### src/rtl/mpu_pkg.sv
package mpu_pkg;

   typedef enum logic [1:0] {
      ACC_READ  = 2'd0,
      ACC_WRITE = 2'd1,
      ACC_FETCH = 2'd2,
      ACC_RSVD  = 2'd3
   } acc_kind_e;

   typedef enum logic [1:0] {
      PERM_NONE    = 2'd0,
      PERM_PRIV    = 2'd1,
      PERM_USER_RO = 2'd2,
      PERM_FULL    = 2'd3
   } perm_e;

   // bit 3 bufferable, bit 2 cacheable, bits 1:0 permission
   typedef struct packed {
      logic  bufferable;
      logic  cacheable;
      perm_e perm;
   } attr_t;

   localparam int ATTR_W = $bits(attr_t);

   localparam logic [1:0] SEL_GEOM  = 2'd0;
   localparam logic [1:0] SEL_IATTR = 2'd1;
   localparam logic [1:0] SEL_DATTR = 2'd2;

endpackage

### src/rtl/mpu_region_regs.sv
module mpu_region_regs
   import mpu_pkg::*;
#(
   parameter int NUM_REGIONS = 8,
   parameter int ADDR_W      = 32,
   parameter int MIN_LOG2    = 12,
   localparam int IDX_W      = $clog2(NUM_REGIONS),
   localparam int SIZE_W     = $clog2(ADDR_W + 1)
) (
   input  logic                          clk,
   input  logic                          rst_n,
   input  logic                          cfg_we,
   input  logic [IDX_W-1:0]              cfg_idx,
   input  logic [1:0]                    cfg_sel,
   input  logic [ADDR_W-1:0]             cfg_wdata,
   output logic [NUM_REGIONS-1:0]        en_vec,
   output logic [NUM_REGIONS*ADDR_W-1:0] base_flat,
   output logic [NUM_REGIONS*SIZE_W-1:0] size_flat,
   output logic [NUM_REGIONS*ATTR_W-1:0] iattr_flat,
   output logic [NUM_REGIONS*ATTR_W-1:0] dattr_flat
);

   localparam logic [SIZE_W-1:0] SZ_MIN = SIZE_W'(MIN_LOG2);
   localparam logic [SIZE_W-1:0] SZ_MAX = SIZE_W'(ADDR_W);
   localparam logic [ADDR_W-1:0] BASE_MASK = ~((ADDR_W'(1) << MIN_LOG2) - ADDR_W'(1));

   logic [SIZE_W-1:0] size_field;
   logic [SIZE_W-1:0] size_clamped;
   logic [ADDR_W-1:0] base_field;
   attr_t             attr_field;
   logic              unused_wdata;

   assign size_field = cfg_wdata[SIZE_W:1];
   assign base_field = cfg_wdata & BASE_MASK;
   assign attr_field = attr_t'(cfg_wdata[ATTR_W-1:0]);

   always_comb begin
      if (size_field < SZ_MIN)
         size_clamped = SZ_MIN;
      else if (size_field > SZ_MAX)
         size_clamped = SZ_MAX;
      else
         size_clamped = size_field;
   end

   assign unused_wdata = ^cfg_wdata;

   for (genvar r = 0; r < NUM_REGIONS; r++) begin : g_region
      logic              en_q;
      logic [ADDR_W-1:0] base_q;
      logic [SIZE_W-1:0] size_q;
      attr_t             iattr_q;
      attr_t             dattr_q;
      logic              sel_me;

      assign sel_me = cfg_we && (cfg_idx == IDX_W'(r));

      always_ff @(posedge clk or negedge rst_n) begin
         if (!rst_n) begin
            en_q    <= 1'b0;
            base_q  <= '0;
            size_q  <= SZ_MIN;
            iattr_q <= '0;
            dattr_q <= '0;
         end else if (sel_me) begin
            case (cfg_sel)
               SEL_GEOM: begin
                  en_q   <= cfg_wdata[0];
                  size_q <= size_clamped;
                  base_q <= base_field;
               end
               SEL_IATTR: iattr_q <= attr_field;
               SEL_DATTR: dattr_q <= attr_field;
               default: ;
            endcase
         end
      end

      assign en_vec[r]                        = en_q;
      assign base_flat[r*ADDR_W +: ADDR_W]    = base_q;
      assign size_flat[r*SIZE_W +: SIZE_W]    = size_q;
      assign iattr_flat[r*ATTR_W +: ATTR_W]   = iattr_q;
      assign dattr_flat[r*ATTR_W +: ATTR_W]   = dattr_q;
   end

endmodule

### src/rtl/mpu_region_match.sv
module mpu_region_match #(
   parameter int ADDR_W = 32,
   localparam int SIZE_W = $clog2(ADDR_W + 1)
) (
   input  logic [ADDR_W-1:0] addr,
   input  logic [ADDR_W-1:0] base,
   input  logic [SIZE_W-1:0] size_log2,
   input  logic              en,
   output logic              hit
);

   logic [ADDR_W:0]   span;
   logic [ADDR_W-1:0] keep_mask;
   logic              unused_span_top;

   // span = 2^size; for size == ADDR_W the low part is zero and the mask collapses to zero
   assign span            = (ADDR_W + 1)'(1) << size_log2;
   assign keep_mask       = ~(span[ADDR_W-1:0] - ADDR_W'(1));
   assign unused_span_top = span[ADDR_W];
   assign hit             = en && (((addr ^ base) & keep_mask) == '0);

endmodule

### src/rtl/mpu_priority_pick.sv
module mpu_priority_pick #(
   parameter int NUM_REGIONS = 8,
   localparam int IDX_W = $clog2(NUM_REGIONS)
) (
   input  logic [NUM_REGIONS-1:0] hit_vec,
   output logic                   any_hit,
   output logic [IDX_W-1:0]       win_idx
);

   always_comb begin
      any_hit = 1'b0;
      win_idx = '0;
      for (int i = 0; i < NUM_REGIONS; i++) begin
         if (hit_vec[i]) begin
            any_hit = 1'b1;
            win_idx = IDX_W'(i);
         end
      end
   end

endmodule

### src/rtl/mpu_perm_check.sv
module mpu_perm_check
   import mpu_pkg::*;
(
   input  perm_e perm,
   input  logic  priv,
   input  logic  is_write,
   output logic  deny
);

   always_comb begin
      case (perm)
         PERM_NONE:    deny = 1'b1;
         PERM_PRIV:    deny = !priv;
         PERM_USER_RO: deny = !priv && is_write;
         PERM_FULL:    deny = 1'b0;
         default:      deny = 1'b1;
      endcase
   end

endmodule

### src/rtl/mpu_region_check.sv
module mpu_region_check
   import mpu_pkg::*;
#(
   parameter int NUM_REGIONS = 8,
   parameter int ADDR_W      = 32,
   parameter int MIN_LOG2    = 12,
   localparam int IDX_W      = $clog2(NUM_REGIONS),
   localparam int SIZE_W     = $clog2(ADDR_W + 1),
   localparam int SNAP_W     = NUM_REGIONS * (1 + ADDR_W + SIZE_W + 2 * ATTR_W)
) (
   input  logic              clk,
   input  logic              rst_n,
   input  logic              cfg_we,
   input  logic [IDX_W-1:0]  cfg_idx,
   input  logic [1:0]        cfg_sel,
   input  logic [ADDR_W-1:0] cfg_wdata,
   input  logic [ADDR_W-1:0] req_addr,
   input  logic              req_priv,
   input  logic [1:0]        req_kind,
   output logic              rsp_abort,
   output logic              rsp_cacheable,
   output logic              rsp_bufferable
);

   initial begin
      assert (NUM_REGIONS >= 2)
         else $error("NUM_REGIONS must be at least 2");
      assert (MIN_LOG2 < ADDR_W)
         else $error("MIN_LOG2 must be below ADDR_W");
      assert (SIZE_W + 1 <= MIN_LOG2)
         else $error("size field overlaps base field");
      assert (ATTR_W <= ADDR_W)
         else $error("attribute word wider than data");
   end

   logic [NUM_REGIONS-1:0]        en_vec;
   logic [NUM_REGIONS*ADDR_W-1:0] base_flat;
   logic [NUM_REGIONS*SIZE_W-1:0] size_flat;
   logic [NUM_REGIONS*ATTR_W-1:0] iattr_flat;
   logic [NUM_REGIONS*ATTR_W-1:0] dattr_flat;
   logic [NUM_REGIONS-1:0]        hit_vec;
   logic                          hit_any;
   logic [IDX_W-1:0]              win_idx;
   attr_t                         sel_attr;
   perm_e                         sel_perm;
   logic                          deny;
   logic                          kind_bad;
   logic                          is_fetch;
   logic [SNAP_W-1:0]             cfg_snapshot;

   mpu_region_regs #(
      .NUM_REGIONS(NUM_REGIONS),
      .ADDR_W     (ADDR_W),
      .MIN_LOG2   (MIN_LOG2)
   ) u_regs (
      .clk       (clk),
      .rst_n     (rst_n),
      .cfg_we    (cfg_we),
      .cfg_idx   (cfg_idx),
      .cfg_sel   (cfg_sel),
      .cfg_wdata (cfg_wdata),
      .en_vec    (en_vec),
      .base_flat (base_flat),
      .size_flat (size_flat),
      .iattr_flat(iattr_flat),
      .dattr_flat(dattr_flat)
   );

   for (genvar r = 0; r < NUM_REGIONS; r++) begin : g_match
      mpu_region_match #(
         .ADDR_W(ADDR_W)
      ) u_match (
         .addr     (req_addr),
         .base     (base_flat[r*ADDR_W +: ADDR_W]),
         .size_log2(size_flat[r*SIZE_W +: SIZE_W]),
         .en       (en_vec[r]),
         .hit      (hit_vec[r])
      );
   end

   mpu_priority_pick #(
      .NUM_REGIONS(NUM_REGIONS)
   ) u_pick (
      .hit_vec(hit_vec),
      .any_hit(hit_any),
      .win_idx(win_idx)
   );

   assign is_fetch = (req_kind == ACC_FETCH);
   assign kind_bad = (req_kind == ACC_RSVD);

   always_comb begin
      if (is_fetch)
         sel_attr = attr_t'(iattr_flat[win_idx*ATTR_W +: ATTR_W]);
      else
         sel_attr = attr_t'(dattr_flat[win_idx*ATTR_W +: ATTR_W]);
   end

   assign sel_perm = sel_attr.perm;

   mpu_perm_check u_perm (
      .perm    (sel_perm),
      .priv    (req_priv),
      .is_write(req_kind == ACC_WRITE),
      .deny    (deny)
   );

   assign rsp_abort      = !hit_any || kind_bad || deny;
   assign rsp_cacheable  = !rsp_abort && sel_attr.cacheable;
   assign rsp_bufferable = !rsp_abort && sel_attr.bufferable;

   assign cfg_snapshot = {en_vec, base_flat, size_flat, iattr_flat, dattr_flat};

endmodule

### config.mk
export PLATFORM = sky130hd
export DESIGN_NAME = mpu_region_check
export DESIGN_NICKNAME = d
export VERILOG_FILES = /design/src/rtl/mpu_pkg.sv /design/src/rtl/mpu_region_regs.sv /design/src/rtl/mpu_region_match.sv /design/src/rtl/mpu_priority_pick.sv /design/src/rtl/mpu_perm_check.sv /design/src/rtl/mpu_region_check.sv
export SDC_FILE = /design/constraint.sdc
export NUM_CORES = 1
export LEC_CHECK = 0
export BUFFER_PORTS_ARGS = -buffer_cell sky130_fd_sc_hd__buf_2
export CORE_MARGIN = 2
export CORE_UTILIZATION = 30
export CTS_CLUSTER_SIZE = 14
export DETAILED_ROUTE_END_ITERATION = 8
export GPL_TIMING_DRIVEN = 0
export PLACE_DENSITY = 0.5
export SETUP_SLACK_MARGIN = 0.02
export SYNTH_ARGS = -nofsm -noshare
export SYNTH_HDL_FRONTEND = slang
export SYNTH_SLANG_ARGS = --single-unit
### constraint.sdc
create_clock -name clk -period 7.6 [get_ports clk]
set_input_delay 1.52 -clock clk [delete_from_list [all_inputs] [get_ports clk]]
set_output_delay 1.52 -clock clk [all_outputs]
set_load 0.1 [all_outputs]
==> impl_summary.log, run 1 <==
[metrics] Setup Crit Path Kind: in -> out
[metrics] fraction of layout instances using a drive strength above 1: 0.171
[metrics] Mean Syn Cell Area: 8.61 um2
[metrics] Fmax achieved: 135 MHz
[metrics] commonest non-fill, non-tap cell in the layout: nand2_1
[metrics] initial antenna violation count: 4
[metrics] gate count after technology mapping: 2223
[metrics] area of the die: 0.0658 mm2
[metrics] critical path data required time: 6.08 ns
[metrics] worst hold-check path type: reg -> reg
[metrics] setup violation total in the final timing report: 0
[metrics] insertion delay to the later sink of the worst-skew pair: 0.55 ns
[metrics] worst hold slack after final layout: 0.478 ns
[metrics] Ports: 78
[metrics] Die Ht: 257 um
[metrics] total nets after synthesis: 2306
[metrics] number of DRC violations after detailed-routing iteration 0: 2144
[metrics] Register Area: 0.00703 mm2
[metrics] number of levels in the clock H-tree: 2
[metrics] Lkg Pwr: 0.00924 uW
[metrics] number of hold violations in the final report: 0
[metrics] critical path endpoint category: output port
[metrics] Tightest Pin Transition: 1.40 ns
[metrics] area used by multi-input combinational logic: 0.0115 mm2
[metrics] clock transition at the registers of the reported paths: 0.06 ns
[metrics] Vias/cell: 5.76
[metrics] # rows: 92
[metrics] top-area cell type share of the netlist area: 0.345
[metrics] count of port buffers added during placement: 48
[metrics] register bit count reported by yosys: 280
[metrics] total placed cells including tap cells: 3120
[metrics] sequential area share after synthesis: 0.367
[metrics] wire length per cell: 25.4 um
[metrics] result of the run: completed
[metrics] reg-to-reg slack, setup: 5.60 ns
[metrics] Core Area: 0.0631 mm2
[metrics] top fanout value on the critical path: 8
[metrics] worst voltage drop across the vdd grid: 175 uV
[metrics] YS warnings: 0
[metrics] via count of the first global-routing pass: 17629
[metrics] Critical Path AT: 5.91 ns
[metrics] final-layout setup total negative slack: 0 ns
[metrics] area grow syn2layout: 15.6%
[metrics] most frequent cells in the layout: nand2_1 (433), dfrtp_1 (264), mux2_2 (148)
[metrics] biggest area consumer among synthesized cells: dfrtp_1
[metrics] final worst path period need: 7.43 ns
[metrics] number of cells on the worst reg-to-reg path: 5
[metrics] maximum number of pins on one net before global-route repair: 119
[metrics] tightest slew margin relative to the limit: 0.0647
[metrics] final-report max-slew violation count: 0
[metrics] reg-to-reg critical path startpoint: u_regs.g_region[4].size_q[3]
[metrics] number of filler instances in the final layout: 6658
[metrics] number of vias after detailed routing: 18374
[metrics] unique cell type count in the Yosys netlist: 92
[metrics] final worst path period share: 0.977
[metrics] overall track demand over capacity in global routing: 0.241
[metrics] Layout Nets: 2402
[metrics] Die W: 257 um
[metrics] number of remaining DRC errors: 0
[metrics] detailed placement HPWL: 56400 um
[metrics] destination of the critical timing path: rsp_abort
[metrics] origin of the worst setup path: req_addr[14]
[metrics] Critical Path Start Type: input pin
[metrics] CTS tree: yes
[metrics] total clock buffers created by CTS: 38
[metrics] setup repair after global routing missed its margin: false
[metrics] clock root cell: clkbuf_16
[metrics] primary flip-flop cell chosen by synthesis mapping: dfrtp_1
[metrics] final std cells w/o fill: 3192
[metrics] initial core utilization: 0.303
[metrics] routed wire length: 81100 um
[metrics] netlist area before placement: 0.0191 mm2
[metrics] first-pass GRT wire length: 120000 um
[metrics] Num Clock Sinks: 280
[metrics] number of enable flip-flop cells after synthesis: 0
[metrics] GPL Wtd Cong: 0.943
[metrics] number of search-and-repair iterations in the first detailed-routing pass: 6
[metrics] count of hold buffers inserted by post-cts repair: 0
[metrics] maximum clock path buffer count: 3
[metrics] Power Dens Cells: 268 mW/mm2
[metrics] share of async-settable or async-resettable flops after synthesis: 1.00
[metrics] Layout Skew: 0 ns
[metrics] ranking of synthesized cells by area: dfrtp_1 (35%), mux2_2 (8.7%), nand2_1 (8.5%)
[metrics] RR Endpoint: u_regs.g_region[4].size_q[3]
[metrics] fraction of the core area covered by cells at the end of the flow: 0.351
[metrics] count of antenna-violating nets left after detailed routing: 0
[metrics] max-cap violations: 0
[metrics] global-route congestion overflow total: 0
-- what timing repair did --
item | in CTS | in global routing
setup endpoints to repair | 3 | 3
setup buffers | 6 | 7
gates resized for setup | 46 | 87
gates cloned | 0 | 0
pin swaps | 5 | 9
-- cell usage after synthesis, types with 25 or more instances --
master    instances
dfrtp_1         264
o31ai_1          27
o211ai_1         27
nor3_1           49
a21oi_1          84
xor2_1          114
nand2b_1         25
inv_1            42
nor2_1          112
mux2_2          148
clkbuf_1        155
o21ai_0         142
nand2_1         433
nand3_1          37
xnor2_1          80
-- cell families after synthesis --
group,after synthesis,synth area share
AO/OA/AOI/OAI,513,0.184
flip-flops,280,0.367
XOR/XNOR,194,0.0888
AND/OR/NAND/NOR,831,0.203
buffers and inverters,223,0.0445
adder cells (fa/ha/maj),10,0.00628
multiplexers,172,0.107
-- per-layer routing --
layer / vias to the layer above / track usage / share of wire / routed length [um]
li1: 8152 / - / - / -
met1: 9202 / 0.335 / 0.43 / 35300
met2: 868 / 0.372 / 0.44 / 35900
met3: 152 / 0.0407 / 0.081 / 6540
met4: 0 / 0.0954 / 0.042 / 3450
met5: - / 0 / 0 / 0
-- critical path, cell delays in order --
cell and delay [ns]:
clkbuf_1 0.79, xnor2_1 0.31, nor4_1 0.11, a211o_1 0.31
a221oi_1 0.40, nand4_1 0.15, buf_4 0.20, nor2_2 0.22
nor2b_2 0.15, o21ai_4 0.11, mux4_1 0.60, o2bb2ai_1 0.15
a211o_1 0.29, a22oi_2 0.21, or2_1 0.16, buf_8 0.20
-- where the power goes --
part	switching, uW	internal (uW)
Combinational	1330	817
Clock	734	1070
Sequential	199	1770
-- state kept, by name, indices dropped and copies added (netlist names) --
register,cells
u_regs.dattr_flat,32
u_regs.g_region.base_q,160
u_regs.g_region.en_q,8
u_regs.g_region.size_q,48
u_regs.iattr_flat,32
-- worst min path at each step --
stage | depth (start not counted) | startpoint | endpoint
floorplan | 2 | u_regs.iattr_flat[11] | u_regs.iattr_flat[11]
global placement | 2 | u_regs.dattr_flat[3] | u_regs.dattr_flat[3]
detailed placement | 2 | u_regs.g_region[5].en_q | u_regs.g_region[5].en_q
CTS | 2 | u_regs.g_region[5].en_q | u_regs.g_region[5].en_q
global route | 2 | u_regs.g_region[7].base_q[23] | u_regs.g_region[7].base_q[23]
finish | 2 | u_regs.g_region[5].en_q | u_regs.g_region[5].en_q
-- stage by stage --
stage	area [um2]	power [uW]	setup slack, ns
finish	22100	5920	0.173
global route	22100	6230	0.0205
CTS	21900	5880	0.0219
detailed placement	20500	4030	-0.874
global placement	20400	4030	-0.883
floorplan	19100	3360	-0.526
-- final cells by class --
type                            instances  share of cell area
Buffer                                172              0.0328
Antenna cell                            1            0.000113
Clock buffer                           52              0.0472
Clock inverter                         14             0.00803
Inverter                               43             0.00730
Sequential cell                       280               0.318
Tap cell                              846              0.0478
Timing Repair Buffer                   64              0.0194
Multi-Input combinational cell       1720               0.520
Note: power is estimated with default switching activity, not from simulation.
==> run 2, diff against run 1 <==
PLACE_DENSITY = 0.51   (was 0.5)
clock period = 6.2 ns   (was 7.6 ns; I/O delays follow)
==> run 2 against run 1 <==
  * The flow now finishes with violations (setup timing)
  * Register-to-register slack worse by 1.2 ns
  * Setup slack worse by 0.58 ns
  * Sequential share of layout area is 1.2 points lower
  * Via count is 0.50% higher
  * Clock skew stayed put
  * First-iteration DRC count down 19%
  * Hold slack better by 0.00065 ns
  * Die area is the same
  * Global-route usage shrank 0.49 points
  * Utilization increased by 1.4 points
  * Total power is 24% higher
  * Critical endpoint is now rsp_cacheable
  * Largest power group unchanged
  * Highest routed layer is now met5
==> impl_summary.log, run 2 (synthesized netlist as in run 1, its figures left out) <==
[metrics] Vias/cell: 5.75 (about the same)
[metrics] area grow syn2layout: 20.1%
[metrics] final-report max-slew violation count: 0 (unchanged)
[metrics] reg-to-reg critical path startpoint: u_regs.g_region[4].size_q[3]
[metrics] worst voltage drop across the vdd grid: 189 uV (+7.7%)
[metrics] tightest slew margin relative to the limit: 0.106 (+0.0410)
[metrics] flip-flop count of the largest register after layout: 160 (unchanged)
[metrics] via count of the first global-routing pass: 17896 (+1.5%)
[metrics] pre-CTS setup slack: -1.46 ns (-0.584 ns)
[metrics] routing usage on met2: 0.370 (-0.00195)
[metrics] maximum number of pins on one net before global-route repair: 115 (-3.4%)
[metrics] most frequent cells in the layout: nand2_1 (431), dfrtp_1 (259), mux2_2 (148)
[metrics] first-pass GRT wire length: 117000 um (-2.1%)
[metrics] setup violation total in the final timing report: 3 (+3)
[metrics] fraction of the core area covered by cells at the end of the flow: 0.364 (+0.0137)
[metrics] crit-path leading delay family: buffers and inverters
[metrics] # rows: 92 (unchanged)
[metrics] worst hold-check path type: reg -> reg
[metrics] origin of the worst setup path: req_addr[20]
[metrics] Layout Skew: 0 ns (unchanged)
[metrics] wire length per cell: 24.8 um (-2.5%)
[metrics] final worst path period need: 6.61 ns
[metrics] clock root cell: clkbuf_16
[metrics] commonest non-fill, non-tap cell in the layout: nand2_1
[metrics] GPL Wtd Cong: 0.933 (-1.1%)
[metrics] fraction of layout instances using a drive strength above 1: 0.220 (+0.0490)
[metrics] Die W: 257 um (unchanged)
[metrics] critical path data required time: 4.96 ns (-1.12 ns)
[metrics] critical path endpoint category: output port
[metrics] number of remaining DRC errors: 0 (unchanged)
[metrics] CP Buf/Inv Count: 5 (+2)
[metrics] GR met3 Demand/Resource: 0.0350 (-0.00573)
[metrics] initial antenna violation count: 6 (+2)
[metrics] delay of the slowest critical-path stage: 0.75 ns (-0.04 ns)
[metrics] result of the run: complete, but fails checks
[metrics] initial core utilization: 0.303 (unchanged)
[metrics] number of vias after detailed routing: 18466 (+0.50%)
[metrics] Num Clock Sinks: 280 (unchanged)
[metrics] Core Area: 0.0631 mm2 (unchanged)
[metrics] slowest stage cell, crit path: clkdlybuf4s15_1
[metrics] Power Dens Cells: 321 mW/mm2 (+20%)
[metrics] Final WS setup: -0.411 ns (-0.584 ns)
[metrics] GRT busiest layer: met2
[metrics] Critical Path Start Type: input pin
[metrics] count of port buffers added during placement: 48 (unchanged)
[metrics] count of antenna-violating nets left after detailed routing: 0 (unchanged)
[metrics] detailed placement HPWL: 55600 um (-1.3%)
[metrics] Layout Nets: 2422 (+0.83%)
[metrics] Die Ht: 257 um (unchanged)
[metrics] Lkg Pwr: 0.00959 uW (+3.8%)
[metrics] origin of the worst min-delay path: u_regs.g_region[5].en_q
[metrics] area of the die: 0.0658 mm2 (unchanged)
[metrics] Setup Crit Path Kind: in -> out
[metrics] violated checks: setup timing
[metrics] clock transition at the registers of the reported paths: 0.06 ns (about the same)
[metrics] Tightest Pin Transition: 1.34 ns (-0.0616 ns)
[metrics] top fanout value on the critical path: 8 (unchanged)
[metrics] number of levels in the clock H-tree: 2 (unchanged)
[metrics] maximum clock path buffer count: 3 (unchanged)
[metrics] global-route congestion overflow total: 0 (unchanged)
[metrics] met1 track demand over resource: 0.331 (-0.00453)
[metrics] overall track demand over capacity in global routing: 0.236 (-0.00486)
[metrics] Overall Power: 7370 uW (+24%)
[metrics] insertion delay to the later sink of the worst-skew pair: 0.53 ns (-0.02 ns)
[metrics] leading registers by flop count: u_regs.g_region.base_q (160), u_regs.g_region.size_q (48)
[metrics] fin area: 0.0230 mm2 (+3.9%)
[metrics] setup repair after global routing missed its margin: true
[metrics] reg-to-reg slack, setup: 4.43 ns (-1.17 ns)
[metrics] Critical Path AT: 5.37 ns (-0.54 ns)
[metrics] final worst path period share: 1.07
[metrics] number of hold violations in the final report: 0 (unchanged)
[metrics] number of search-and-repair iterations in the first detailed-routing pass: 5 (-1)
[metrics] max-cap violations: 0 (unchanged)
[metrics] routed wire length: 79600 um (-1.9%)
[metrics] critical path cell sequence: clkdlybuf4s15_1, xor2_1, nand2_1, a41oi_1, a32oi_1, nand4_1, nor4_2, buf_4, nand2b_2, o21ai_4, buf_12, a211oi_2, a2111oi_4, a211o_1, a22oi_2, buf_4, nor3_4, buf_12
[metrics] CTS tree: yes
[metrics] Fmax achieved: 151 MHz
[metrics] total clock buffers created by CTS: 34 (-11%)
[metrics] area of placed instances: 0.0206 mm2 (+0.35%)
[metrics] number of DRC violations after detailed-routing iteration 0: 1745 (-19%)
[metrics] Ports: 78 (unchanged)
[metrics] top register by number of flip-flops: u_regs.g_region.base_q
## run 2: cell count changes in the layout (fill, tap and decap cells not counted), sizes merged
cell,change
inv,+1
buf,+26
clkdlybuf4s15,+1
clkinvlp,-3
clkinv,-1
clkbuf,-5
## run 2: worst register-to-register path, stage by stage (launching register included)
cell and delay, ns:
dfstp_2 0.53, clkbuf_2 0.22, clkbuf_1 0.41, clkbuf_2 0.35, nand2_1 0.08, o21ai_0 0.09
## run 2: per-stage QoR
stage / hold WS (ns) / std cells / TNS [ns]
after global routing: 0.511 / 3210 / -1.57
after detailed placement: 0.469 / 3120 / -3.94
after floorplan: 0.445 / 2223 / 0
after CTS: 0.484 / 3205 / -1.07
final: 0.479 / 3211 / -1.20
after global placement: 0.459 / 3117 / -374.26
## run 2: worst paths after layout
| kind | end | cells past startpoint |
|---|---|---|
| max in group asynchronous | u_regs.g_region[5].size_q[5] | 3 |
| worst max-delay path | rsp_cacheable | 18 |
| worst min register to register | u_regs.g_region[5].en_q | 2 |
| min in group asynchronous | u_regs.dattr_flat[31] | 1 |
| worst min-delay path | u_regs.g_region[5].en_q | 2 |
| worst max register to register | u_regs.g_region[4].size_q[3] | 5 |
## run 2: routing by layer
metal  wire length, um  share of wire
met5                38        0.00048
met3              6000          0.075
met1             34900           0.44
met2             35600           0.45
met4              3030          0.038
## run 2: report_power, final
part,total [uW],switching (uW),internal (uW)
combinational,2820,1680,1140
sequential,2420,246,2180
clock,2140,838,1300
## run 2: area by class of cell
class | instances | area (um2)
Fill cell | 6635 | 40100
Multi-Input combinational cell | 1720 | 11900
Sequential cell | 280 | 7030
Tap cell | 846 | 1060
Clock buffer | 50 | 1040
Buffer | 171 | 950
Timing Repair Buffer | 89 | 667
Inverter | 43 | 161
Clock inverter | 11 | 144
Antenna cell | 1 | 2.50
## run 2: repair_timing
| action | CTS | global route |
|---|---|---|
| hold endpoints to repair | 0 | 0 |
| hold buffers | 0 | 0 |
| buffers inserted | 30 | 8 |
| pin swaps | 44 | 28 |
| resized for setup | 209 | 79 |
| endpoints found under the setup margin | 3 | 3 |
